==> src/rtl/hrb_pkg.sv <==
package hrb_pkg;
  typedef enum logic [2:0] {
    ST_IDLE,
    ST_CHECK,
    ST_FETCH,
    ST_WAIT,
    ST_RESP
  } hrb_state_t;
endpackage

==> src/rtl/hrb_tag_match.sv <==
module hrb_tag_match #(
  parameter int ENTRIES = 4,
  parameter int ROW_AW  = 6,
  localparam int IDX_W  = $clog2(ENTRIES)
) (
  input  logic                      clk,
  input  logic                      rst_n,
  input  logic [ENTRIES-1:0]        valid_i,
  input  logic [ENTRIES-1:0]        src_i,
  input  logic [ENTRIES*ROW_AW-1:0] row_i,
  input  logic                      look_src_i,
  input  logic [ROW_AW-1:0]         look_row_i,
  output logic                      hit_o,
  output logic [IDX_W-1:0]          hit_idx_o
);
  logic [ENTRIES-1:0] match;

  for (genvar g = 0; g < ENTRIES; g++) begin : g_cmp
    assign match[g] = valid_i[g] && (src_i[g] == look_src_i) &&
                      (row_i[g*ROW_AW +: ROW_AW] == look_row_i);
  end

  always_comb begin
    hit_idx_o = '0;
    for (int i = ENTRIES - 1; i >= 0; i--) begin
      if (match[i]) hit_idx_o = IDX_W'(i);
    end
  end

  assign hit_o = |match;

  AST_UNIQUE_ROW: assert property (@(posedge clk) disable iff (!rst_n)
    $onehot0(match));
endmodule

==> src/rtl/hrb_victim_pick.sv <==
module hrb_victim_pick #(
  parameter int ENTRIES = 4,
  localparam int IDX_W  = $clog2(ENTRIES)
) (
  input  logic               clk,
  input  logic               rst_n,
  input  logic [ENTRIES-1:0] valid_i,
  input  logic               advance_i,
  output logic [IDX_W-1:0]   victim_o
);
  logic [IDX_W-1:0] rr_q;
  logic             free_found;

  always_comb begin
    victim_o   = rr_q;
    free_found = 1'b0;
    for (int i = 0; i < ENTRIES; i++) begin
      if (!free_found && !valid_i[i]) begin
        victim_o   = IDX_W'(i);
        free_found = 1'b1;
      end
    end
  end

  always_ff @(posedge clk) begin
    if (!rst_n) begin
      rr_q <= '0;
    end else if (advance_i) begin
      rr_q <= (rr_q == IDX_W'(ENTRIES - 1)) ? '0 : rr_q + 1'b1;
    end
  end

  AST_RR_ONLY_WHEN_FULL: assert property (@(posedge clk) disable iff (!rst_n)
    advance_i |-> (&valid_i));
  AST_FREE_FIRST: assert property (@(posedge clk) disable iff (!rst_n)
    (!(&valid_i)) |-> !valid_i[victim_o]);
endmodule

==> src/rtl/hybrid_rowbuf_ctrl.sv <==
module hybrid_rowbuf_ctrl #(
  parameter int DATA_W  = 16,
  parameter int COL_AW  = 2,
  parameter int ROW_AW  = 6,
  parameter int ENTRIES = 4,
  localparam int WORDS  = 1 << COL_AW,
  localparam int ROW_W  = DATA_W * WORDS,
  localparam int ADDR_W = 1 + ROW_AW + COL_AW,
  localparam int IDX_W  = $clog2(ENTRIES)
) (
  input  logic              clk,
  input  logic              rst_n,
  input  logic              req_valid,
  output logic              req_ready,
  input  logic              req_write,
  input  logic [ADDR_W-1:0] req_addr,
  input  logic [DATA_W-1:0] req_wdata,
  output logic              rsp_valid,
  input  logic              rsp_ready,
  output logic [DATA_W-1:0] rsp_data,
  output logic              dram_cmd_valid,
  output logic              dram_cmd_write,
  output logic [ROW_AW-1:0] dram_cmd_row,
  output logic [COL_AW-1:0] dram_cmd_col,
  output logic [ROW_W-1:0]  dram_cmd_data,
  input  logic              dram_fill_valid,
  input  logic [ROW_W-1:0]  dram_fill_data,
  output logic              pcm_cmd_valid,
  output logic              pcm_cmd_write,
  output logic [ROW_AW-1:0] pcm_cmd_row,
  output logic [COL_AW-1:0] pcm_cmd_col,
  output logic [ROW_W-1:0]  pcm_cmd_data,
  input  logic              pcm_fill_valid,
  input  logic [ROW_W-1:0]  pcm_fill_data
);
  import hrb_pkg::*;

  hrb_state_t state;

  logic              cur_write, cur_src;
  logic [ROW_AW-1:0] cur_row;
  logic [COL_AW-1:0] cur_col;
  logic [DATA_W-1:0] cur_wdata;

  logic [ENTRIES-1:0] e_valid, e_src, e_dirty;
  logic [ROW_AW-1:0]  e_row  [ENTRIES];
  logic [ROW_W-1:0]   e_data [ENTRIES];

  logic [ENTRIES*ROW_AW-1:0] row_flat;
  logic                      hit, advance, need_wb, pcm_store, fill_ok;
  logic [IDX_W-1:0]          hit_idx, victim, vic_idx;
  logic [ROW_W-1:0]          fill_row, merged;

  for (genvar g = 0; g < ENTRIES; g++) begin : g_flat
    assign row_flat[g*ROW_AW +: ROW_AW] = e_row[g];
  end

  hrb_tag_match #(.ENTRIES(ENTRIES), .ROW_AW(ROW_AW)) u_match (
    .clk(clk), .rst_n(rst_n),
    .valid_i(e_valid), .src_i(e_src), .row_i(row_flat),
    .look_src_i(cur_src), .look_row_i(cur_row),
    .hit_o(hit), .hit_idx_o(hit_idx)
  );

  hrb_victim_pick #(.ENTRIES(ENTRIES)) u_victim (
    .clk(clk), .rst_n(rst_n),
    .valid_i(e_valid), .advance_i(advance), .victim_o(victim)
  );

  assign req_ready = (state == ST_IDLE);
  assign pcm_store = cur_write && cur_src;
  assign advance   = (state == ST_CHECK) && !pcm_store && !hit && e_valid[victim];
  assign need_wb   = e_valid[victim] && !e_src[victim] && e_dirty[victim];
  assign fill_ok   = cur_src ? pcm_fill_valid : dram_fill_valid;
  assign fill_row  = cur_src ? pcm_fill_data : dram_fill_data;

  always_comb begin
    merged = fill_row;
    if (cur_write) merged[int'(cur_col)*DATA_W +: DATA_W] = cur_wdata;
  end

  always_ff @(posedge clk) begin
    if (!rst_n) begin
      state          <= ST_IDLE;
      e_valid        <= '0;
      e_src          <= '0;
      e_dirty        <= '0;
      cur_write      <= 1'b0;
      cur_src        <= 1'b0;
      cur_row        <= '0;
      cur_col        <= '0;
      cur_wdata      <= '0;
      vic_idx        <= '0;
      rsp_valid      <= 1'b0;
      rsp_data       <= '0;
      dram_cmd_valid <= 1'b0;
      dram_cmd_write <= 1'b0;
      dram_cmd_row   <= '0;
      dram_cmd_col   <= '0;
      dram_cmd_data  <= '0;
      pcm_cmd_valid  <= 1'b0;
      pcm_cmd_write  <= 1'b0;
      pcm_cmd_row    <= '0;
      pcm_cmd_col    <= '0;
      pcm_cmd_data   <= '0;
    end else begin
      dram_cmd_valid <= 1'b0;
      pcm_cmd_valid  <= 1'b0;
      case (state)
        ST_IDLE: begin
          if (req_valid) begin
            cur_write <= req_write;
            cur_src   <= req_addr[ADDR_W-1];
            cur_row   <= req_addr[COL_AW +: ROW_AW];
            cur_col   <= req_addr[COL_AW-1:0];
            cur_wdata <= req_wdata;
            state     <= ST_CHECK;
          end
        end
        ST_CHECK: begin
          if (pcm_store) begin
            pcm_cmd_valid <= 1'b1;
            pcm_cmd_write <= 1'b1;
            pcm_cmd_row   <= cur_row;
            pcm_cmd_col   <= cur_col;
            pcm_cmd_data  <= ROW_W'(cur_wdata);
            if (hit) e_data[hit_idx][int'(cur_col)*DATA_W +: DATA_W] <= cur_wdata;
            state <= ST_IDLE;
          end else if (hit) begin
            if (cur_write) begin
              e_data[hit_idx][int'(cur_col)*DATA_W +: DATA_W] <= cur_wdata;
              e_dirty[hit_idx] <= 1'b1;
              state <= ST_IDLE;
            end else begin
              rsp_valid <= 1'b1;
              rsp_data  <= e_data[hit_idx][int'(cur_col)*DATA_W +: DATA_W];
              state     <= ST_RESP;
            end
          end else begin
            vic_idx <= victim;
            if (need_wb) begin
              dram_cmd_valid <= 1'b1;
              dram_cmd_write <= 1'b1;
              dram_cmd_row   <= e_row[victim];
              dram_cmd_col   <= '0;
              dram_cmd_data  <= e_data[victim];
            end
            state <= ST_FETCH;
          end
        end
        ST_FETCH: begin
          if (cur_src) begin
            pcm_cmd_valid <= 1'b1;
            pcm_cmd_write <= 1'b0;
            pcm_cmd_row   <= cur_row;
            pcm_cmd_col   <= '0;
            pcm_cmd_data  <= '0;
          end else begin
            dram_cmd_valid <= 1'b1;
            dram_cmd_write <= 1'b0;
            dram_cmd_row   <= cur_row;
            dram_cmd_col   <= '0;
            dram_cmd_data  <= '0;
          end
          e_valid[vic_idx] <= 1'b0;
          state <= ST_WAIT;
        end
        ST_WAIT: begin
          if (fill_ok) begin
            e_valid[vic_idx] <= 1'b1;
            e_src[vic_idx]   <= cur_src;
            e_dirty[vic_idx] <= cur_write;
            e_row[vic_idx]   <= cur_row;
            e_data[vic_idx]  <= merged;
            if (cur_write) begin
              state <= ST_IDLE;
            end else begin
              rsp_valid <= 1'b1;
              rsp_data  <= fill_row[int'(cur_col)*DATA_W +: DATA_W];
              state     <= ST_RESP;
            end
          end
        end
        ST_RESP: begin
          if (rsp_ready) begin
            rsp_valid <= 1'b0;
            state     <= ST_IDLE;
          end
        end
        default: state <= ST_IDLE;
      endcase
    end
  end

  AST_SINGLE_OUTSTANDING: assert property (@(posedge clk) disable iff (!rst_n)
    rsp_valid |-> !req_ready);
  AST_RSP_HOLD: assert property (@(posedge clk) disable iff (!rst_n)
    (rsp_valid && !rsp_ready) |=> (rsp_valid && $stable(rsp_data)));
  AST_HIT_QUIET: assert property (@(posedge clk) disable iff (!rst_n)
    (state == ST_CHECK && hit && !pcm_store) |=> (!dram_cmd_valid && !pcm_cmd_valid));
  AST_WB_DIRTY_DRAM: assert property (@(posedge clk) disable iff (!rst_n)
    (dram_cmd_valid && dram_cmd_write) |-> (!e_src[vic_idx] && e_dirty[vic_idx]));
  AST_ONE_CHANNEL: assert property (@(posedge clk) disable iff (!rst_n)
    !(dram_cmd_valid && pcm_cmd_valid));
endmodule

==> config.mk <==
export PLATFORM = sky130hd
export DESIGN_NAME = hybrid_rowbuf_ctrl
export DESIGN_NICKNAME = d
export VERILOG_FILES = /design/src/rtl/hrb_pkg.sv /design/src/rtl/hrb_tag_match.sv /design/src/rtl/hrb_victim_pick.sv /design/src/rtl/hybrid_rowbuf_ctrl.sv
export SDC_FILE = /design/constraint.sdc
export NUM_CORES = 1
export LEC_CHECK = 0
export BUFFER_PORTS_ARGS = -buffer_cell sky130_fd_sc_hd__buf_2
export CAP_MARGIN = 20
export CELL_PAD_IN_SITES_DETAIL_PLACEMENT = 1
export CELL_PAD_IN_SITES_GLOBAL_PLACEMENT = 1
export CORE_ASPECT_RATIO = 0.75
export CORE_UTILIZATION = 47
export CTS_BUF_LIST = sky130_fd_sc_hd__clkbuf_2 sky130_fd_sc_hd__clkbuf_4 sky130_fd_sc_hd__clkbuf_8
export DETAILED_ROUTE_END_ITERATION = 12
export GPL_TIMING_DRIVEN = 0
export PLACE_DENSITY_LB_ADDON = 0.25
export RECOVER_POWER = 25
export SLEW_MARGIN = 20
export SYNTH_ARGS = -nofsm -noshare
export SYNTH_HDL_FRONTEND = slang
export SYNTH_SLANG_ARGS = --single-unit
==> constraint.sdc <==
create_clock -name clk -period 4.1 [get_ports clk]
set_input_delay 0.82 -clock clk [delete_from_list [all_inputs] [get_ports clk]]
set_output_delay 0.82 -clock clk [all_outputs]
set_load 0.02 [all_outputs]
# --- Yosys cells after proc, flatten, opt, wreduce, memory -nomap -nowiden ---
# Memory sizes are Yosys's and may differ from the RTL's.
# Cells that the tools add are included.
word_totals:
  mem_bits_rw: 280
  register_bits: 210
  in_bits: 160
  out_inout_bits: 166
  wordCells: 352
  mem_count: 2
classes:
  n_shift: 4
  muxes: 176
  n_reduce_logical: 44
  add_sub_neg: 2
  n_eq_ne: 26
  bitwise: 70
  order_cmp: 5
memory_table:
  columns: ["memory", "words", "word_bits", "read_ports", "rd_ports_with_merged_regs", "write_ports", "line_no", "rtl"]
  rows:
  - ["e_data", 4, 64, 2, 0, 1, "hybrid_rowbuf_ctrl.sv:47", "logic [ROW_W-1:0] e_data [ENTRIES];"]
  - ["e_row", 4, 6, 5, 0, 1, "hybrid_rowbuf_ctrl.sv:46", "logic [ROW_AW-1:0] e_row [ENTRIES];"]
op_table:
  columns: ["cell", "count"]
  rows:
  - ["$mux 64", 12]
  - ["$pmux 64 s2", 2]
  - ["$shiftx 64x7->16", 2]
  - ["$mux 1", 103]
  - ["$mux 16", 5]
  - ["$bwmux 64", 1]
  - ["$or 1x1->1", 64]
  - ["$reduce_or 64->1", 1]
  - ["$shift 16x33->64 const A", 1]
  - ["$shiftx 16x33->64", 1]
  - ["$mux 6", 6]
  - ["$neg 6->33", 1]
  - ["$mux 2", 16]
  - ["$pmux 16 s2", 1]
  - ["$ne 2x2->1 const B", 13]
  - ["$eq 6x6->1", 4]
  - ["$pmux 6 s2", 2]
  - ["$mux 4", 5]
  - ["$logic_and 1x1->1", 19]
  - ["$mux 3", 6]
  - ["$pmux 4 s2", 2]
  - ["$pmux 3 s5", 1]
  - ["$reduce_and 5->1", 3]
  - ["$lt 2x3->1 const B", 3]
  - ["25 further kinds", 53]

# --- Logic depth before layout (Yosys ltp) ---
logic_depth:
  word_depth: 18
  depth_mapped: 13
  ltp_nobuf: 8

# --- Cells and area by module ---
# Synthesis repeated with hierarchy kept, for this count alone.
unflattened:
  hier_cells: 1711
  hier_area_um2: 21386.8
by_module_without_submodules:
  columns: ["mod", "area_each_um2", "seq_area_each_um2", "cells_each", "n_inst"]
  rows:
  - ["hybrid_rowbuf_ctrl", 20901.3, 11571.1, 1650, 1]
  - ["hrb_tag_match", 356.6, 0.0, 47, 1]
  - ["hrb_victim_pick", 128.9, 40.0, 14, 1]

# --- Least setup slack after synthesis ---
# OpenSTA, ideal clock, no wires.
synth_timing:
  path_kind: "flip-flop to flip-flop"
  startpoint: "register cur_row[0]"
  endpoint: "memory e_data[3][0] in the netlist's numbering, enable pin"
  setup_slack_ps: 393
  t_required_ps: 3689
  path_buffers: 5
  setup_ps: 411
  path_stages_with_launch: 12
  arrival_time_ps: 3296
  synth_period_minus_slack_ps: 3707
  cell_sequence: "dfxtp_1 buf_2 xor2_1 nor4_4 and2_1 buf_2 nor4_1 buf_2 buf_6 buf_2 inv_1 o21ai_0"
synth_between:
  elab_chain_len: 10
  word_cells_on_any_way: 26
  cone_classes: "eq/ne (4); mux (16); bitwise (1); reduce/logical (5)"
synth_rtl:
  columns: ["element", "line_no", "rtl"]
  rows:
  - ["start: declaration", "hybrid_rowbuf_ctrl.sv:41", "logic [ROW_AW-1:0] cur_row;"]
  - ["start signal: assignment", "hybrid_rowbuf_ctrl.sv:114", "cur_row <= req_addr[COL_AW +: ROW_AW];"]
  - ["$eq 6x6->1", "hrb_tag_match.sv:20", "(row_i[g*ROW_AW +: ROW_AW] == look_row_i);"]
  - ["$logic_and 1x1->1", "hrb_tag_match.sv:19", "assign match[g] = valid_i[g] && (src_i[g] == look_src_i) &&"]
  - ["$reduce_or 4->1", "hrb_tag_match.sv:30", "assign hit_o = |match;"]
  - ["$mux 1 (on tied branches)", "hybrid_rowbuf_ctrl.sv:127, hybrid_rowbuf_ctrl.sv:129", null]
  - ["$mux 1", "hybrid_rowbuf_ctrl.sv:121", "if (pcm_store) begin"]
  - ["$mux 1", "hybrid_rowbuf_ctrl.sv:109", "case (state)"]
  - ["$mux 1", "hybrid_rowbuf_ctrl.sv:83", "if (!rst_n) begin"]
  - ["$mux 64 (on tied branches)", "hybrid_rowbuf_ctrl.sv:127, hybrid_rowbuf_ctrl.sv:131", null]
  - ["$or 1x1->1 (no source line)", null, null]
  - ["$mux 64 (no source line)", null, null]
  - ["end: declaration", "hybrid_rowbuf_ctrl.sv:47", null]
# Parallel ways exist; a longest one is shown, timed or not.

# --- Final worst setup path ---
layout_timing:
  startpoint: "register cur_row[0]"
  endpoint: "register rsp_data[6]"
layout_between:
  elab_chain_len: 12
  word_cells_on_any_way: 21
  cone_classes: "eq/ne (5); shift (1); mux (8); reduce/logical (6); memory (1)"
layout_rtl:
  columns: ["element", "line_no", "rtl"]
  rows:
  - ["$eq 6x6->1", "hrb_tag_match.sv:20", null]
  - ["$logic_and 1x1->1", "hrb_tag_match.sv:19", null]
  - ["$mux 2 (4 in series)", "hrb_tag_match.sv:26", "if (match[i]) hit_idx_o = IDX_W'(i);"]
  - ["$mem_v2 4x64", null, null]
  - ["$shiftx 64x7->16", "hybrid_rowbuf_ctrl.sv:136", "rsp_data <= e_data[hit_idx][int'(cur_col)*DATA_W +: DATA_W];"]
  - ["$mux 16", "hybrid_rowbuf_ctrl.sv:130", "if (cur_write) begin"]
  - ["$mux 16", "hybrid_rowbuf_ctrl.sv:129", "end else if (hit) begin"]
  - ["$mux 16", "hybrid_rowbuf_ctrl.sv:121", null]
  - ["$pmux 16 s2", "hybrid_rowbuf_ctrl.sv:109", null]
  - ["end signal: assignment", "hybrid_rowbuf_ctrl.sv:136", null]
  - ["end signal: assignment", "hybrid_rowbuf_ctrl.sv:179", "rsp_data <= fill_row[int'(cur_col)*DATA_W +: DATA_W];"]
  - ["end: declaration", "hybrid_rowbuf_ctrl.sv:20", "output logic [DATA_W-1:0] rsp_data,"]
# Parallel ways exist; a longest one is shown, timed or not. The select of a mux whose other input is x is not followed.
# A chain may end at the register's enable or synchronous reset.

==> results by group <==
Timing
  • Hold Fails Final Rpt: 0
  • Setup TNS: 0 ns
  • Worst hold slack: 0.4200 ns
  • Slew headroom: 0.2133
  • Final setup fails: 0
  • Slew @ Worst Pin: 1.180 ns
  • Setup Skew: 0.03737 ns
  • Final Cycle Share: 0.9826
  • Slew Viols, Final: 0
  • Highest clock rate: 248.2 MHz
  • Unrepaired setup endpoints after global routing: false
  • Post-layout worst setup margin: 0.07149 ns
  • Final min period: 4.029 ns

Setup path
  • Crit path largest cell delay: 0.76 ns
  • Setup crit start: cur_row[0]$_SDFFE_PN0P_
  • Cells along the critical path: buf_2, xnor2_1, nand4_1, or2_2, clkbuf_1, nor2_1, buf_2, a221o_1, a221o_1, nand3_1, nand4_1
  • Critical Path RT: 4.67 ns
  • Worst r2r src: cur_row[0]$_SDFFE_PN0P_
  • Buffers & Inverters on Critical Path: 3
  • CP endpoint kind: flip-flop
  • Critical path's top delay family: simple AND/OR/NAND/NOR gates
  • Critical Path Start Type: flip-flop
  • Crit-path slowest cell: nor2_1
  • Critical Path AT: 4.59 ns
  • WS Path Type: flip-flop to flip-flop
  • Worst-path fanout max: 10

Final layout
  • Antenna cells: 0
  • Layout Nets: 2269
  • Filler cell count: 4629
  • Area grow syn2layout: 19.99%
  • Post-route cell area: 24510 µm²
  • Layout cells sized above 1: 0.2417

GRT
  • Initial antenna violation count: 2
  • Largest net degree at the start of global routing: 17
  • Vias in the first global route: 17530
  • GRT overflow: 0
  • All-Layer GR Usage: 0.3710
  • First-pass GRT wire length: 118900 µm

Hold path
  • Hold Crit Start: req_addr[6]
  • HP Class: input pin to flip-flop

Drt
  • Vias: 17810
  • DR pass1 iterations: 7
  • ANT nets after route: 0
  • DRT iter0 DRCs: 2559
  • WL/cell: 30.64 µm
  • Via-to-Cell Ratio: 6.518
  • DRC violations left: 0
  • Routed WL: 83750 µm

Logic synthesis
  • Ranking of synthesized cells by area: edfxtp_1, dfxtp_1, mux4_2
  • Synth area leader: edfxtp_1
  • Yosys cell types: 64
  • Post-synth EDFFs: 280
  • Cell count after synthesis: 1686
  • Ys async rst share: 0
  • Sequential-to-total area share from yosys stat: 0.5683
  • Post-Syn Area: 20430 µm²
  • FF+latch count, synth: 440
  • Dominant synthesized flop cell: edfxtp_1
  • Top cells by count, synth: edfxtp_1, nand2_1, dfxtp_1
  • Synth top area share: 0.4115
  • Avg Cell Area, Syn: 12.12 µm²
  • Top-count cell post-synth: edfxtp_1
  • Synth warnings: 0

Floorplanning
  • DIE HEIGHT: 182.6 µm
  • # IOs: 326
  • Initial Utilization: 0.4813
  • Row count: 65
  • DIE AREA: 44320 µm²
  • Core area: 42450 µm²
  • Chip width: 242.8 µm

Clocking
  • Skew-Pair Late Insertion Delay: 0.66 ns
  • Clock-pin slew on the worst setup and hold paths: 0.08 ns
  • CTS tree: done
  • CTS buffer count: 72
  • H-tree depth: 3
  • Root cell of the clock tree: clkbuf_8
  • Clk sinks: 440
  • Clock tree buffer depth: 3

Place
  • Placed inst area: 22970 µm²
  • Hpwl dp: 61340 µm
  • I/O Buffers: 274
  • Place WS: -0.2982 ns
  • Routability cong.: 0.9705

Power and ir drop
  • Cell Pwr Density: 426.6 nW/µm²
  • Leak Pwr: 0.008727 µW
  • Maximum VDD drop: 0.2593 mV

Flow run
  • Max-cap violation count: 0

Run status
  • Status: completed
## timing repair
item / 4_1_cts / 5_1_grt
resized for setup: 7 / 11
setup endpoints to repair: 57 / 64
buffers inserted: 3 / 0
hold buffers: 0 / 0
pin swaps: 1 / 1
## path summary, 6_finish.rpt
check                                      to  slack [ns]  cells past startpoint
setup / recovery     rsp_data[6]$_SDFFE_PN0P_        0.07                     11
hold / removal        cur_row[4]$_SDFFE_PN0P_        0.42                      3
setup reg to reg     rsp_data[6]$_SDFFE_PN0P_        0.07                     11
hold reg to reg   dram_cmd_write$_SDFFE_PN0P_        0.46                      1
## worst reg2reg max path: stages, from the launching register on
cell	delay (ns)
dfxtp_1	0.44
buf_2	0.29
xnor2_1	0.16
nand4_1	0.29
or2_2	0.38
clkbuf_1	0.24
nor2_1	0.76
buf_2	0.46
a221o_1	0.25
a221o_1	0.13
nand3_1	0.25
nand4_1	0.31
## metrics by stage
stage	power [µW]	instances	utilization
finish	10460	2733	0.5775
global placement	6311	2578	0.5347
detailed placement	6351	2595	0.5410
CTS	10420	2732	0.5790
global route	10690	2733	0.5775
floorplan	5765	1735	-
## cells by family after synthesis
| logic type | Yosys count | share of synthesized area |
|---|---|---|
| buffers and inverters | 204 | 0.05285 |
| adder cells (fa/ha/maj) | 5 | 0.003062 |
| XOR/XNOR | 29 | 0.01243 |
| AND/OR/NAND/NOR | 442 | 0.09970 |
| AO/OA/AOI/OAI | 425 | 0.1556 |
| multiplexers | 140 | 0.1078 |
| flip-flops | 440 | 0.5683 |
| other | 1 | 0.0001835 |
## report_power, final
group          switching [µW]  leakage (µW)  total, µW  internal (µW)
clock                    1860      0.000817       4170           2310
combinational             854       0.00405       1270            415
sequential                184       0.00386       5020           4840
total                    2890       0.00873      10500           7560
## registers in the layout, indices dropped and copies added, names as in the netlist, 2 cells and up, named ones only
register and flops:
pcm_cmd_data 16, e_data 256, dram_cmd_data 64, state 3, cur_wdata 16, u_victim.rr_q 2
cur_row 6, vic_idx 2, e_src 4, cur_col 2, e_row 24, e_dirty 4
pcm_cmd_row 6, dram_cmd_row 6, rsp_data 16, pcm_cmd_col 2
## routing by layer
| metal | global-route usage | routed length (µm) |
|---|---|---|
| met1 | 0.4937 | 32090 |
| met2 | 0.5389 | 35460 |
| met3 | 0.1413 | 12200 |
| met4 | 0.1603 | 3908 |
| met5 | 0.01307 | 92 |
## cell type report
type                            count  area [µm²]  area share
Inverter                           13       48.80    0.001991
Multi-Input combinational cell   1091        8098      0.3303
Timing Repair Buffer              296        1470     0.05997
Sequential cell                   440       11610      0.4736
Clock inverter                     21       172.7    0.007043
Clock buffer                      113        1368     0.05579
Tap cell                          569       711.9     0.02904
Buffer                            190        1035     0.04221
## layout by cell type, fill, tap and decap left out, types with 4 or more instances in the layout
master,instances
nand4_1,22
nand2b_1,6
buf_4,54
inv_1,13
a21oi_1,63
clkbuf_8,83
a221o_1,88
o21a_1,4
nand2_1,166
a22o_1,64
xor2_1,13
o221a_2,9
buf_2,202
clkinv_2,6
edfxtp_1,280
a21o_1,5
nand3_1,112
or3_1,6
xnor2_1,16
mux2i_1,75
o21ai_4,7
a22oi_1,31
and2_1,4
clkbuf_2,5
ha_1,5
clkinv_1,10
dfxtp_1,160
conb_1,50
o21ai_0,88
a221oi_1,33
o21ai_2,9
mux4_2,64
nor2_1,89
clkbuf_4,30
clkbuf_1,196
buf_6,24
Power figures use the tool's default switching activity.
